[src/rtl/gather_pkg.sv]
package gather_pkg;
  typedef enum logic [2:0] {
    GS_IDLE,
    GS_PROBE_CHK,
    GS_PROBE_WAIT,
    GS_LOAD_CHK,
    GS_LOAD_ISSUE,
    GS_LOAD_WAIT,
    GS_TAIL
  } gather_state_e;
endpackage

[src/rtl/gather_ext.sv]
module gather_ext #(
  parameter int W = 32
) (
  input  logic [W-1:0] val,
  input  logic [1:0]   size,
  input  logic         sgn,
  output logic [W-1:0] res
);
  localparam int IW = $clog2(W);

  logic [IW-1:0] top_bit;

  always_comb begin
    case (size)
      2'd0:    top_bit = IW'(7);
      2'd1:    top_bit = IW'(15);
      default: top_bit = IW'(W - 1);
    endcase
  end

  always_comb begin
    res = val;
    for (int j = 0; j < W; j++) begin
      if (j > int'(top_bit)) res[j] = sgn & val[top_bit];
    end
  end
endmodule

[src/rtl/gather_addr.sv]
module gather_addr #(
  parameter int W          = 32,
  parameter int VLEN_BYTES = 16,
  parameter int EW         = 5,
  parameter int NFW        = 2,
  parameter int SW         = 6,
  parameter int LW         = 5
) (
  input  logic [W-1:0]   base,
  input  logic [W-1:0]   idx_ext,
  input  logic [EW-1:0]  elem,
  input  logic [NFW-1:0] field,
  input  logic [NFW-1:0] nf_m1,
  input  logic [1:0]     sew,
  input  logic [1:0]     msz,
  output logic [W-1:0]   addr,
  output logic [SW-1:0]  slot,
  output logic [EW-1:0]  vlmax,
  output logic [LW-1:0]  seg_len
);
  localparam int VSH = $clog2(VLEN_BYTES);

  assign addr    = base + idx_ext + (W'(field) << msz);
  assign vlmax   = EW'(VLEN_BYTES >> sew);
  assign slot    = SW'(elem) + (SW'(field) << (VSH - int'(sew)));
  assign seg_len = LW'((int'(nf_m1) + 1) << msz);
endmodule

[src/rtl/gather_fsm.sv]
module gather_fsm
  import gather_pkg::*;
#(
  parameter int W   = 32,
  parameter int EW  = 5,
  parameter int NFW = 2,
  parameter int SW  = 6,
  parameter int LW  = 5
) (
  input  logic           clk,
  input  logic           rst,
  input  logic           start,
  input  logic [W-1:0]   cfg_base,
  input  logic [EW-1:0]  cfg_vl,
  input  logic [1:0]     cfg_sew,
  input  logic [1:0]     cfg_msz,
  input  logic           cfg_signed,
  input  logic [NFW-1:0] cfg_nf_m1,
  input  logic           cfg_all_active,
  input  logic           mask_value,
  input  logic           mem_rsp_valid,
  input  logic           mem_rsp_fault,
  input  logic [W-1:0]   addr_in,
  input  logic [SW-1:0]  slot_in,
  input  logic [EW-1:0]  vlmax_in,
  input  logic [LW-1:0]  len_in,
  input  logic [W-1:0]   data_in,
  output logic [EW-1:0]  cur_elem,
  output logic [NFW-1:0] cur_field,
  output logic [W-1:0]   base_q,
  output logic [1:0]     sew_q,
  output logic [1:0]     msz_q,
  output logic           sgn_q,
  output logic [NFW-1:0] nf_q,
  output logic           mem_req,
  output logic           mem_probe,
  output logic [W-1:0]   mem_addr,
  output logic [LW-1:0]  mem_len,
  output logic           wr_en,
  output logic [SW-1:0]  wr_slot,
  output logic [W-1:0]   wr_data,
  output logic           busy,
  output logic           done,
  output logic           error,
  output logic [EW-1:0]  err_elem
);
  gather_state_e st;
  logic [EW-1:0] vl_q;
  logic          vm_q;
  logic          active;

  assign active = vm_q | mask_value;

  always_ff @(posedge clk) begin
    if (rst) begin
      st        <= GS_IDLE;
      cur_elem  <= '0;
      cur_field <= '0;
      base_q    <= '0;
      sew_q     <= '0;
      msz_q     <= '0;
      sgn_q     <= 1'b0;
      nf_q      <= '0;
      vl_q      <= '0;
      vm_q      <= 1'b0;
      mem_req   <= 1'b0;
      mem_probe <= 1'b0;
      mem_addr  <= '0;
      mem_len   <= '0;
      wr_en     <= 1'b0;
      wr_slot   <= '0;
      wr_data   <= '0;
      busy      <= 1'b0;
      done      <= 1'b0;
      error     <= 1'b0;
      err_elem  <= '0;
    end else begin
      done    <= 1'b0;
      mem_req <= 1'b0;
      wr_en   <= 1'b0;
      case (st)
        GS_IDLE: if (start) begin
          base_q    <= cfg_base;
          vl_q      <= cfg_vl;
          sew_q     <= cfg_sew;
          msz_q     <= cfg_msz;
          sgn_q     <= cfg_signed;
          nf_q      <= cfg_nf_m1;
          vm_q      <= cfg_all_active;
          error     <= 1'b0;
          cur_elem  <= '0;
          cur_field <= '0;
          if (cfg_vl == '0) begin
            done <= 1'b1;
          end else begin
            busy <= 1'b1;
            st   <= GS_PROBE_CHK;
          end
        end
        GS_PROBE_CHK: begin
          if (cur_elem == vl_q) begin
            cur_elem <= '0;
            st       <= GS_LOAD_CHK;
          end else if (active) begin
            mem_req   <= 1'b1;
            mem_probe <= 1'b1;
            mem_addr  <= addr_in;
            mem_len   <= len_in;
            st        <= GS_PROBE_WAIT;
          end else begin
            cur_elem <= cur_elem + 1'b1;
          end
        end
        GS_PROBE_WAIT: if (mem_rsp_valid) begin
          if (mem_rsp_fault) begin
            error    <= 1'b1;
            err_elem <= cur_elem;
            busy     <= 1'b0;
            done     <= 1'b1;
            st       <= GS_IDLE;
          end else begin
            cur_elem <= cur_elem + 1'b1;
            st       <= GS_PROBE_CHK;
          end
        end
        GS_LOAD_CHK: begin
          if (cur_elem == vl_q) begin
            cur_field <= '0;
            st        <= GS_TAIL;
          end else if (active) begin
            cur_field <= '0;
            st        <= GS_LOAD_ISSUE;
          end else begin
            cur_elem <= cur_elem + 1'b1;
          end
        end
        GS_LOAD_ISSUE: begin
          mem_req   <= 1'b1;
          mem_probe <= 1'b0;
          mem_addr  <= addr_in;
          mem_len   <= LW'(1) << msz_q;
          st        <= GS_LOAD_WAIT;
        end
        GS_LOAD_WAIT: if (mem_rsp_valid) begin
          wr_en   <= 1'b1;
          wr_slot <= slot_in;
          wr_data <= data_in;
          if (cur_field == nf_q) begin
            cur_elem <= cur_elem + 1'b1;
            st       <= GS_LOAD_CHK;
          end else begin
            cur_field <= cur_field + 1'b1;
            st        <= GS_LOAD_ISSUE;
          end
        end
        GS_TAIL: begin
          if (cur_elem == vlmax_in) begin
            if (cur_field == nf_q) begin
              busy <= 1'b0;
              done <= 1'b1;
              st   <= GS_IDLE;
            end else begin
              cur_field <= cur_field + 1'b1;
              cur_elem  <= vl_q;
            end
          end else begin
            wr_en    <= 1'b1;
            wr_slot  <= slot_in;
            wr_data  <= '0;
            cur_elem <= cur_elem + 1'b1;
          end
        end
        default: st <= GS_IDLE;
      endcase
    end
  end
endmodule

[src/rtl/gather_load_seq.sv]
module gather_load_seq #(
  parameter int W          = 32,
  parameter int VLEN_BYTES = 16,
  parameter int MAX_NF     = 4,
  localparam int EW  = $clog2(VLEN_BYTES + 1),
  localparam int NFW = (MAX_NF > 1) ? $clog2(MAX_NF) : 1,
  localparam int SW  = $clog2(MAX_NF * VLEN_BYTES),
  localparam int LW  = $clog2(MAX_NF * (W / 8) + 1)
) (
  input  logic           clk,
  input  logic           rst,
  input  logic           start,
  input  logic [W-1:0]   cfg_base,
  input  logic [EW-1:0]  cfg_vl,
  input  logic [1:0]     cfg_sew,
  input  logic [1:0]     cfg_msz,
  input  logic           cfg_signed,
  input  logic [NFW-1:0] cfg_nf_m1,
  input  logic           cfg_all_active,
  output logic [EW-1:0]  rd_elem,
  input  logic [W-1:0]   idx_value,
  input  logic           mask_value,
  output logic           mem_req,
  output logic           mem_probe,
  output logic [W-1:0]   mem_addr,
  output logic [LW-1:0]  mem_len,
  input  logic           mem_rsp_valid,
  input  logic [W-1:0]   mem_rsp_data,
  input  logic           mem_rsp_fault,
  output logic           wr_en,
  output logic [SW-1:0]  wr_slot,
  output logic [W-1:0]   wr_data,
  output logic           busy,
  output logic           done,
  output logic           error,
  output logic [EW-1:0]  err_elem
);
  logic [EW-1:0]  cur_elem;
  logic [NFW-1:0] cur_field;
  logic [W-1:0]   base_q;
  logic [1:0]     sew_q;
  logic [1:0]     msz_q;
  logic           sgn_q;
  logic [NFW-1:0] nf_q;
  logic [W-1:0]   idx_ext;
  logic [W-1:0]   dat_ext;
  logic [W-1:0]   dat_sew;
  logic [W-1:0]   elem_addr;
  logic [SW-1:0]  slot;
  logic [EW-1:0]  vlmax;
  logic [LW-1:0]  seg_len;

  assign rd_elem = cur_elem;

  gather_ext #(.W(W)) u_idx_ext (
    .val(idx_value), .size(sew_q), .sgn(sgn_q), .res(idx_ext)
  );

  gather_ext #(.W(W)) u_dat_ext (
    .val(mem_rsp_data), .size(msz_q), .sgn(sgn_q), .res(dat_ext)
  );

  always_comb begin
    for (int b = 0; b < W / 8; b++) begin
      dat_sew[b*8 +: 8] = (b < int'(32'd1 << sew_q)) ? dat_ext[b*8 +: 8] : 8'h00;
    end
  end

  gather_addr #(
    .W(W), .VLEN_BYTES(VLEN_BYTES), .EW(EW), .NFW(NFW), .SW(SW), .LW(LW)
  ) u_addr (
    .base(base_q), .idx_ext(idx_ext), .elem(cur_elem), .field(cur_field),
    .nf_m1(nf_q), .sew(sew_q), .msz(msz_q), .addr(elem_addr), .slot(slot),
    .vlmax(vlmax), .seg_len(seg_len)
  );

  gather_fsm #(.W(W), .EW(EW), .NFW(NFW), .SW(SW), .LW(LW)) u_fsm (
    .clk(clk), .rst(rst), .start(start), .cfg_base(cfg_base), .cfg_vl(cfg_vl),
    .cfg_sew(cfg_sew), .cfg_msz(cfg_msz), .cfg_signed(cfg_signed),
    .cfg_nf_m1(cfg_nf_m1), .cfg_all_active(cfg_all_active),
    .mask_value(mask_value), .mem_rsp_valid(mem_rsp_valid),
    .mem_rsp_fault(mem_rsp_fault), .addr_in(elem_addr), .slot_in(slot),
    .vlmax_in(vlmax), .len_in(seg_len), .data_in(dat_sew),
    .cur_elem(cur_elem), .cur_field(cur_field), .base_q(base_q),
    .sew_q(sew_q), .msz_q(msz_q), .sgn_q(sgn_q), .nf_q(nf_q),
    .mem_req(mem_req), .mem_probe(mem_probe), .mem_addr(mem_addr),
    .mem_len(mem_len), .wr_en(wr_en), .wr_slot(wr_slot), .wr_data(wr_data),
    .busy(busy), .done(done), .error(error), .err_elem(err_elem)
  );
endmodule

[config.mk]
export PLATFORM = sky130hd
export DESIGN_NAME = gather_load_seq
export DESIGN_NICKNAME = d
export VERILOG_FILES = /design/src/rtl/gather_pkg.sv /design/src/rtl/gather_ext.sv /design/src/rtl/gather_addr.sv /design/src/rtl/gather_fsm.sv /design/src/rtl/gather_load_seq.sv
export SDC_FILE = /design/constraint.sdc
export NUM_CORES = 1
export LEC_CHECK = 0
export ABC_AREA = 1
export BUFFER_PORTS_ARGS = -buffer_cell sky130_fd_sc_hd__buf_2
export CORE_ASPECT_RATIO = 0.9
export CORE_UTILIZATION = 60
export CTS_BUF_LIST = sky130_fd_sc_hd__clkbuf_4 sky130_fd_sc_hd__clkbuf_8 sky130_fd_sc_hd__clkbuf_16
export DETAILED_ROUTE_END_ITERATION = 16
export GPL_ROUTABILITY_DRIVEN = 1
export PLACE_DENSITY = 0.95
export SYNTH_ARGS = -nofsm -noshare
export SYNTH_HDL_FRONTEND = slang
export SYNTH_SLANG_ARGS = --single-unit
[constraint.sdc]
create_clock -name clk -period 7.8 [get_ports clk]
set_input_delay 1.56 -clock clk [delete_from_list [all_inputs] [get_ports clk]]
set_output_delay 1.56 -clock clk [all_outputs]
set_load 0.01 [all_outputs]
After elaboration in Yosys (flattened, before gate mapping):

Cells that the tools add are included.
Widths: inputs -> output; s select.

* $lt $le $gt $ge: 68
* multiplexer cells: 142
* shifts and indexed selects: 6
* multipliers: 0
* bitwise operators: 3
* add/subtract/negate cells: 7
* equality and inequality tests: 27
* div/mod/pow operators: 0
* reduce and logical (&&, ||, !) cells: 19

Operator list (count)
* $gt 5x5->1 const A: 32
* $mux 32: 4
* $pmux 32 s2: 2
* $mux 1: 86
* $gt 4x5->1 const A: 16
* $add 32x32->32: 2
* $lt 3x32->1 const A: 2
* $mux 5: 12
* $gt 3x5->1 const A: 8
* $mux 3: 11
* $lt 1x32->1 const A: 1
* $lt 2x32->1 const A: 1
* $mux 8: 4
* $shl 1x2->32 const A: 1
* $shl 2x2->32: 1
* $shl 2x32->6: 1
* $shl 32x2->5: 1
* $pmux 5 s2: 3
* $pmux 5 s6: 1
* $pmux 3 s7: 1
* $gt 2x5->1 const A: 4
* $ne 2x2->1 const B: 9
* $reduce_and 8->1: 2
* $lt 5x6->1 const B: 2
* 38 further kinds: 65

* bits in read-only memories: 0
* bits in latches: 0
* input port bits: 115
* word-level logic and storage cells: 293
* RAM bits: 0
* output and inout port bits: 91
* memories: 0
* bits in registers: 141

Longest topological paths before layout:

Gate-level depths: netlist of the first run.

* word-level depth: 11
* mapped depth: 23
* mapped depth without buffers: 22

Modules after synthesis:

Synthesis of the first run repeated with hierarchy kept, for this count alone.

* cell total of the unflattened synthesis: 1572
* area total of the unflattened synthesis: 9953.3 sq um

By module, submodules not included
* gather_fsm: area each 5766.8 sq um, sequential area each 2822.7 sq um, cells each 790, times used 1
* gather_addr: area each 3189.3 sq um, sequential area each 0.0 sq um, cells each 583, times used 1
* gather_ext: area each 366.6 sq um, sequential area each 0.0 sq um, cells each 70, times used 2
* gather_load_seq: area each 264.0 sq um, sequential area each 0.0 sq um, cells each 59, times used 1

Least setup slack after synthesis of the first run:

Ideal clock, no wire load.

* kind: input to register
* start: in idx_value[7]
* end: reg u_fsm.mem_addr[30]
* data arrival time: 3.682 ns
* required time: 7.691 ns
* stages on the path: 17
* library setup time: 0.109 ns
* path slack: 4.009 ns
* path buffers: 1
* cells stage by stage: nand2_1 -> nand2_1 -> a21oi_2 -> clkbuf_1 -> nor2_1 -> ha_1 -> ha_1 -> nand2_1 -> inv_1 -> a21oi_1 -> nand2_1 -> a21oi_1 -> nand2_1 -> nand2_1 -> nand3_1 -> nand2_1 -> inv_1

* cells in the longest elaborated chain, start to end: 9
* elaborated cells on any way between the ends: 38
* classes of those cells: add/sub: 2; mux: 35; bitwise: 1

RTL lines
* from (decl): line gather_load_seq.sv:21 `input logic [W-1:0] idx_value,`
* $bmux 1 s5: line gather_ext.sv:24 `if (j > int'(top_bit)) res[j] = sgn & val[top_bit];`
* $mux 1 (implied by the code): line gather_ext.sv:24
* $and 1x1->1: line gather_ext.sv:24
* $mux 1: line gather_ext.sv:24
* $add 32x32->32 * (2 in a row): line gather_addr.sv:23 `assign addr = base + idx_ext + (W'(field) << msz);`
* $mux 32: line gather_fsm.sv:104 `end else if (active) begin`
* $mux 32: line gather_fsm.sv:101 `if (cur_elem == vl_q) begin`
* $pmux 32 s2 *: line gather_fsm.sv:81 `case (st)`
* to (signal assigned): line gather_fsm.sv:107 `mem_addr <= addr_in;`
* to (signal assigned): line gather_fsm.sv:140 `mem_addr <= addr_in;`
* to (decl): line gather_fsm.sv:37 `output logic [W-1:0] mem_addr,`

Mark *: on every way between the ends. The rest lies on a longest branch, timed or not. The select of a mux whose other input is x is not followed.
A chain may end at the register's enable or synchronous reset.

Worst setup path after layout of the first run:

* start: reg u_fsm.sew_q[0]
* end: reg u_fsm.mem_addr[22]

* cells in the longest elaborated chain, start to end: 11
* elaborated cells on any way between the ends: 55
* classes of those cells: add/sub: 2; order compare: 22; eq/ne: 1; mux: 28; bitwise: 1; reduce/logical: 1

RTL lines
* from (decl): line gather_fsm.sv:31 `output logic [1:0] sew_q,`
* from (signal assigned): line gather_fsm.sv:85 `sew_q <= cfg_sew;`
* $eq 2x1->1 / $logic_not 2->1 (equally long branches): line gather_ext.sv:14 `case (size)`
* $pmux 5 s2 *: line gather_ext.sv:14
* $bmux 1 s5: line gather_ext.sv:24
* $mux 1 (implied by the code): line gather_ext.sv:24
* $and 1x1->1: line gather_ext.sv:24
* $mux 1: line gather_ext.sv:24
* $add 32x32->32 * (2 in a row): line gather_addr.sv:23
* $mux 32: line gather_fsm.sv:104
* $mux 32: line gather_fsm.sv:101
* $pmux 32 s2 *: line gather_fsm.sv:81

Marks and branches as above.

==> impl_metrics.json, run 1 <==
{
  "syn_area_per_cell_um2": 6.50,
  "netlist_top_cells_count": "nand2_1, inv_1, nor2_1",
  "yosysTopAreaCellShare_pct": 30.8,
  "ys_ff_latch": 141,
  "setup_viol": 0,
  "cts_sinks": 141,
  "hold_buffers": 0,
  "ctsResizeCount": 0,
  "endpoint_kind": "register",
  "drv_cap": 0,
  "coreArea_mm2": 0.0148,
  "critical_path_arrival_ps": 4630,
  "dp_hpwl_mm": 20.3,
  "grt_pass1_wl_mm": 45.9,
  "internal_power_w": 0.00218,
  "root_buffer": "clkbuf_16",
  "tightest_slew_ps": 1120,
  "worstSkewPairLatency_ps": 430,
  "min_period_ps": 4300,
  "synthTopCellsByArea": "dfxtp_1, nand2_1, ha_1",
  "yosys_warnings": 0,
  "viasPerCell": 5.64,
  "ioPinCount": 206,
  "ant_nets": 0,
  "drcViolationCount": 0,
  "routed_wl_mm": 28.7,
  "die_h_um": 119,
  "irDropWorstVdd_mv": 0.328,
  "report.final.slew_viol_count": 0,
  "overflow": 0,
  "hold_class": "reg -> reg",
  "final-hold-violation-count": 0,
  "cp_max_fo": 19,
  "synth_area_mm2": 0.00918,
  "die_area_mm2": 0.0158,
  "cts_buffer_depth": 2,
  "hold_start": "u_fsm.busy",
  "synth_cells": 1411,
  "cts_buffers": 17,
  "fmax_ghz": 0.233,
  "synthMostInstantiatedCell": "nand2_1",
  "tritoncts": "built",
  "grt_pass1_vias": 9435,
  "syn_to_final_growth_pct": 18.8,
  "crit_path_start": "u_fsm.sew_q[0]",
  "outcome": "complete, no violations",
  "ys_types": 40,
  "setup_ws_ps": 3500,
  "clkTransAtPathRegs_ps": 60,
  "max_stage_delay_ps": 720,
  "switching_share_pct": 46.1,
  "async_reset_ff_share_pct": 0,
  "syn_nets": 1601,
  "regToRegStartpoint": "u_fsm.sew_q[0]",
  "setup-tns-final_ps": 0,
  "firstDrtPassIters": 6,
  "finClkSkew_ps": 7.40,
  "synthFlopType": "dfxtp_1",
  "drt-wirelength-per-cell_um": 16.0,
  "dp.cells": 1764,
  "cp-start-kind": "register",
  "vias": 10100,
  "rows": 42,
  "htreeDepth": 4,
  "ys_seq_area_share_pct": 30.8,
  "comb_power_share_pct": 51.2,
  "grt_max_degree": 76,
  "synth_area_leader_cell": "dfxtp_1",
  "power_frac_seq_pct": 25.9,
  "slew_headroom_pct": 24.8,
  "p_leak_nw": 5.67,
  "rsz0062_at_grt": "false",
  "drtIter0Drc": 1022,
  "die_width_um": 132,
  "power_w": 0.00405,
  "post-route-period-util_pct": 55.1,
  "initial_core_util_pct": 61.9,
  "cp_common_cell": "nand2_1",
  "required_ps": 8130,
  "grt_usage_pct": 36.6,
  "fin_cells": 1798,
  "place.gp.congestion": 0.966,
  "power_frac_clock_pct": 22.9,
  "postCtsSetupRepairBufs": 0,
  "synth_edf_count": 0,
  "worstPathCellList": "inv_1, ha_1, nor2_1, nand2_1, inv_1, o31a_1, nor2_1, ha_1, ha_1, nand2_1, nor2_1, and2_1, nand2_1, nand2_1, nand2_1, nand3_1, nand3_1, nand2_1, inv_1",
  "crit_type": "reg -> reg",
  "power_density_mw_per_mm2": 372,
  "nNetsFinal": 1775,
  "drive_above_1_share_pct": 17.8,
  "pre_cts_ws_ps": 3370,
  "grt_antenna_before_repair": 2,
  "io_buffers": 205,
  "crit_slowest_cell": "ha_1",
  "power.switching_w": 0.00187
}
power by group through the flow:
stage                     registers [W]  logic (W)  clock network [W]
after floorplan                 0.00109    0.00139                  0
after global placement          0.00105    0.00194                  0
after detailed placement        0.00106    0.00200                  0
after CTS                       0.00105    0.00203           0.000923
after global routing            0.00107    0.00230           0.000958
final                           0.00105    0.00208           0.000927
registers in the layout, summed over array words and instances (netlist names), 3 cells and up:
signal          count
u_fsm.err_elem      5
u_fsm.base_q       32
u_fsm.wr_data      32
u_fsm.mem_addr     32
u_fsm.mem_len       5
u_fsm.st            3
u_fsm.wr_slot       6
u_fsm.cur_elem      5
u_fsm.vl_q          5
cells in the final DEF (no fill, tap or decap), drive strengths merged, types with 5 or more instances in the layout:
cell and n:
nand2 390, inv 170, nor3 22, o211ai 8
ha 68, nand4 7, nor2 158, or2 9
clkbuf 17, fa 7, nand3 108, o2111ai 5
o21ai 85, xnor2 20, a21oi 138, bufinv 5
clkinv 5, xor2 5, dfxtp 141, o21bai 6
buf 210
cell type report:
| cell class | instances | area, um2 |
|---|---|---|
| flip-flops and latches | 141 | 2820 |
| repair buffers | 210 | 1060 |
| clock inverters | 15 | 236 |
| diodes | 2 | 5.00 |
| inverters | 167 | 632 |
| fillers | 1198 | 3920 |
| multi-input cells | 1048 | 5460 |
| well taps | 198 | 248 |
| clock buffers | 17 | 425 |
logic make-up after synthesis:
kind of cell | after synthesis | synth area share (%)
buffers and inverters | 222 | 9.71
flip-flops | 141 | 30.8
AO/OA/AOI/OAI | 251 | 14.9
adder cells (fa/ha/maj) | 75 | 10.8
XOR/XNOR | 25 | 2.39
AND/OR/NAND/NOR | 697 | 31.4
stage by stage:
stage	hold WS [ps]	utilization, %	instance area [um2]
floorplan	441	-	9180
global placement	438	69.0	10200
detailed placement	439	69.0	10200
CTS	458	73.5	10900
global route	480	73.5	10900
finish	455	73.5	10900
worst max-delay path, delay by kind of cell, from the launching register on:
family          cells  cell delay [ps]
fa+ha+maj           3             1340
flops               1              370
compound gates      1              400
buf+inv             3              260
simple gates       12             1820
layer usage:
metal | wire (um) | part of all wire (%) | up-vias | GRT usage, %
met4 | 757 | 2.6 | 0 | 13.1
met1 | 11900 | 42 | 4575 | 46.9
met5 | 0 | 0 | - | 0
met2 | 13000 | 45 | 572 | 59.7
met3 | 3010 | 10 | 83 | 8.73
li1 | - | - | 4904 | -
final timing paths:
check / to / slack, ps / cells after the start
worst max-delay path: u_fsm.mem_addr[22] / 3500 / 19
worst min-delay path: u_fsm.busy / 460 / 2
worst max register to register: u_fsm.mem_addr[22] / 3500 / 19
worst min register to register: u_fsm.busy / 460 / 2
No activity file was read; power rests on OpenSTA's default activity.
==> run 2, diff against run 1 <==
Settings changed: ABC_AREA 1 to 0, CORE_UTILIZATION 60 to 49, PLACE_DENSITY 0.95 to 0.88.
Clock period 7.8 ns to 3.9 ns, I/O delays scaled along.
==> run 2 against run 1 <==
Non-clock buffer count up 37. Global-route usage down 8.7 points. Design area down 3.3%. Largest cell class unchanged. Fmax up 15%. Flip-flop and latch count unchanged. Highest routed layer unchanged. Final cell count down 14%. Critical endpoint is now u_fsm.mem_addr[31]. Largest power group unchanged.
==> impl_metrics.json, run 2 <==
{
  "outcome": "complete, no violations",
  "crit_path_start": "u_fsm.sew_q[1]",
  "final_cell_mix": "buf_2, nand2_1, a21oi_1, dfxtp_1, nor2_1",
  "drt-wirelength-per-cell_um": 16.1,
  "initial_core_util_pct": 50.4,
  "die_width_um": 141,
  "cp-start-kind": "register",
  "synthMostInstantiatedCell": "nand2_1",
  "rows": 45,
  "max_stage_delay_ps": 500,
  "drv_cap": 0,
  "setup_viol": 0,
  "grt_pass1_wl_mm": 39.8,
  "worst-path-stages": 16,
  "grt_antenna_before_repair": 1,
  "final-hold-violation-count": 0,
  "die_area_mm2": 0.0180,
  "cts_buffer_depth": 2,
  "pre_cts_ws_ps": -29.4,
  "crit_slowest_cell": "or4_1",
  "post-route-period-util_pct": 95.8,
  "async_reset_ff_share_pct": 0,
  "finClkSkew_ps": 10.9,
  "syn_area_per_cell_um2": 7.74,
  "htreeDepth": 4,
  "cts_sinks": 141,
  "reg_top3": "u_fsm.base_q: 32 flops, u_fsm.mem_addr: 32 flops, u_fsm.wr_data: 32 flops",
  "clkTransAtPathRegs_ps": 60,
  "yosysTopAreaCellShare_pct": 33.0,
  "synth_area_mm2": 0.00855,
  "grt_pass1_vias": 8130,
  "required_ps": 4230,
  "fmax_ghz": 0.268,
  "drtIter0Drc": 819,
  "irDropWorstVdd_mv": 0.308,
  "cpLargestDelayFamily": "simple AND/OR/NAND/NOR gates",
  "synthTopCellsByArea": "dfxtp_1, ha_1, a21oi_1",
  "hold_buffers": 0,
  "worst-r2r-cell-count": 16,
  "worstPathCellList": "inv_1, ha_1, mux2i_1, o21ai_0, nand3_2, o21ai_0, ha_1, ha_1, o211a_1, nor2b_2, a211oi_4, buf_4, a21oi_1, o21ai_1, or4_1, and4_1",
  "grt_usage_pct": 27.9,
  "synth_edf_count": 0,
  "grt_max_degree": 95,
  "tritoncts": "built",
  "overflow": 0,
  "ioPinCount": 206,
  "crit_type": "reg -> reg",
  "regToRegEndpoint": "u_fsm.mem_addr[31]",
  "nNetsFinal": 1488,
  "io_buffers": 205,
  "cts_buffers": 17,
  "place.gp.congestion": 0.974,
  "multi_input_area_mm2": 0.00534,
  "synthFlopType": "dfxtp_1",
  "ys_ff_latch": 141,
  "firstDrtPassIters": 5,
  "drcViolationCount": 0,
  "ys_types": 71,
  "root_buffer": "clkbuf_16",
  "seqCellArea_mm2": 0.00282,
  "cp_common_cell": "ha_1",
  "coreArea_mm2": 0.0169,
  "yosys_warnings": 0,
  "n_antenna_cell": 0,
  "die_h_um": 127,
  "syn_to_final_growth_pct": 23.2,
  "routed_wl_mm": 24.9,
  "path_buf_inv": 2,
  "tightest_slew_ps": 987,
  "drive_above_1_share_pct": 23.5,
  "ys_seq_area_share_pct": 33.0,
  "synth_cells": 1105,
  "cp_max_fo": 8,
  "slew_headroom_pct": 34.2,
  "critical_path_arrival_ps": 4060,
  "fillCellCount": 1485,
  "final_common_cell": "buf_2",
  "ant_nets": 0,
  "placed_area_mm2": 0.00991,
  "hold_class": "reg -> reg",
  "endpoint_kind": "register",
  "setup_ws_ps": 164,
  "p_leak_nw": 5.04,
  "final_area_mm2": 0.0105,
  "vias": 8742,
  "dp_hpwl_mm": 18.1,
  "regToRegStartpoint": "u_fsm.sew_q[1]",
  "viasPerCell": 5.65,
  "report.final.slew_viol_count": 0,
  "netlist_top_cells_count": "nand2_1, a21oi_1, dfxtp_1",
  "power_density_mw_per_mm2": 574,
  "synth_area_leader_cell": "dfxtp_1",
  "syn_nets": 1295,
  "crit_end": "u_fsm.mem_addr[31]",
  "rrSetupSlack_ps": 160,
  "min_period_ps": 3740,
  "worstSkewPairLatency_ps": 430
}
[run 2: changes by cell type in the layout (fill, tap and decap cells not counted), moves of 22 or more]
cell	previous run	this run
nor2_1	150	106
nand3_1	104	12
inv_1	155	34
nand2_1	387	183
a21o_1	2	32
o21ai_0	81	55
buf_4	5	42
a21oi_1	134	156
[run 2: power by group]
part / total [W] / leakage, nW / switching, W / internal, W
clock network: 0.00162 / 0.283 / 0.000705 / 0.000917
registers: 0.00185 / 1.14 / 0.000186 / 0.00167
logic: 0.00258 / 3.61 / 0.00161 / 0.000966
[run 2: layout make-up]
type,count,share of cell area [%]
Multi-Input combinational cell,857,50.7
Timing Repair Buffer,247,12.9
Clock inverter,14,1.44
Inverter,34,1.21
Clock buffer,18,4.17
Sequential cell,141,26.8
Tap cell,235,2.79
[run 2: worst min path at each step]
stage | from | to | slack [ps] | cells past startpoint
6_report | u_fsm.wr_data[23] | u_fsm.wr_data[23] | 450 | 2
5_1_grt | u_fsm.base_q[0] | u_fsm.base_q[0] | 470 | 2
4_1_cts | u_fsm.mem_addr[15] | u_fsm.mem_addr[15] | 450 | 2
3_5_place_dp | u_fsm.mem_addr[15] | u_fsm.mem_addr[15] | 440 | 2
3_3_place_gp | u_fsm.wr_data[23] | u_fsm.wr_data[23] | 430 | 2
2_1_floorplan | u_fsm.base_q[0] | u_fsm.base_q[0] | 440 | 2
[run 2: timing repair]
item | 4_1_cts | 5_1_grt
gates resized for setup | 0 | 6
setup buffers | 0 | 2
setup endpoints to repair | 0 | 10
[run 2: cells by family (layout without fill, tap and decap cells)]
logic type      after synthesis  after routing  synth area share [%]
compound gates              333            333                  24.0
xor+xnor                     38             38                  3.98
fa+ha+maj                    75             75                  11.6
buf+inv                     107            313                  5.02
flops                       141            141                  33.0
mux                          15             15                  1.82
simple gates                396            396                  20.5
[run 2: metrics by stage]
stage	utilization (%)	hold slack [ps]	setup TNS [ps]	instances	power, W
global route	62.2	469	-134	1546	0.00643
global placement	58.5	435	0	1512	0.00432
CTS	61.9	452	0	1544	0.00602
floorplan	-	436	0	1105	0.00357
finish	62.2	450	0	1546	0.00605
detailed placement	58.5	443	-52.9	1512	0.00438
[run 2: layer usage]
metal	GRT usage, %	wire, um	up-vias
met2	46.4	11700	360
met1	35.5	10700	4096
li1	-	-	4236
met4	9.14	555	0
met3	6.75	1890	50
met5	0	0	-
[run 2: worst register-to-register path, cell delays in order (launching register included)]
cell,delay [ps]
dfxtp_1,330
inv_1,80
ha_1,260
mux2i_1,150
o21ai_0,230
nand3_2,180
o21ai_0,140
ha_1,270
ha_1,330
o211a_1,180
nor2b_2,190
a211oi_4,70
buf_4,180
a21oi_1,210
o21ai_1,150
or4_1,500
and4_1,190
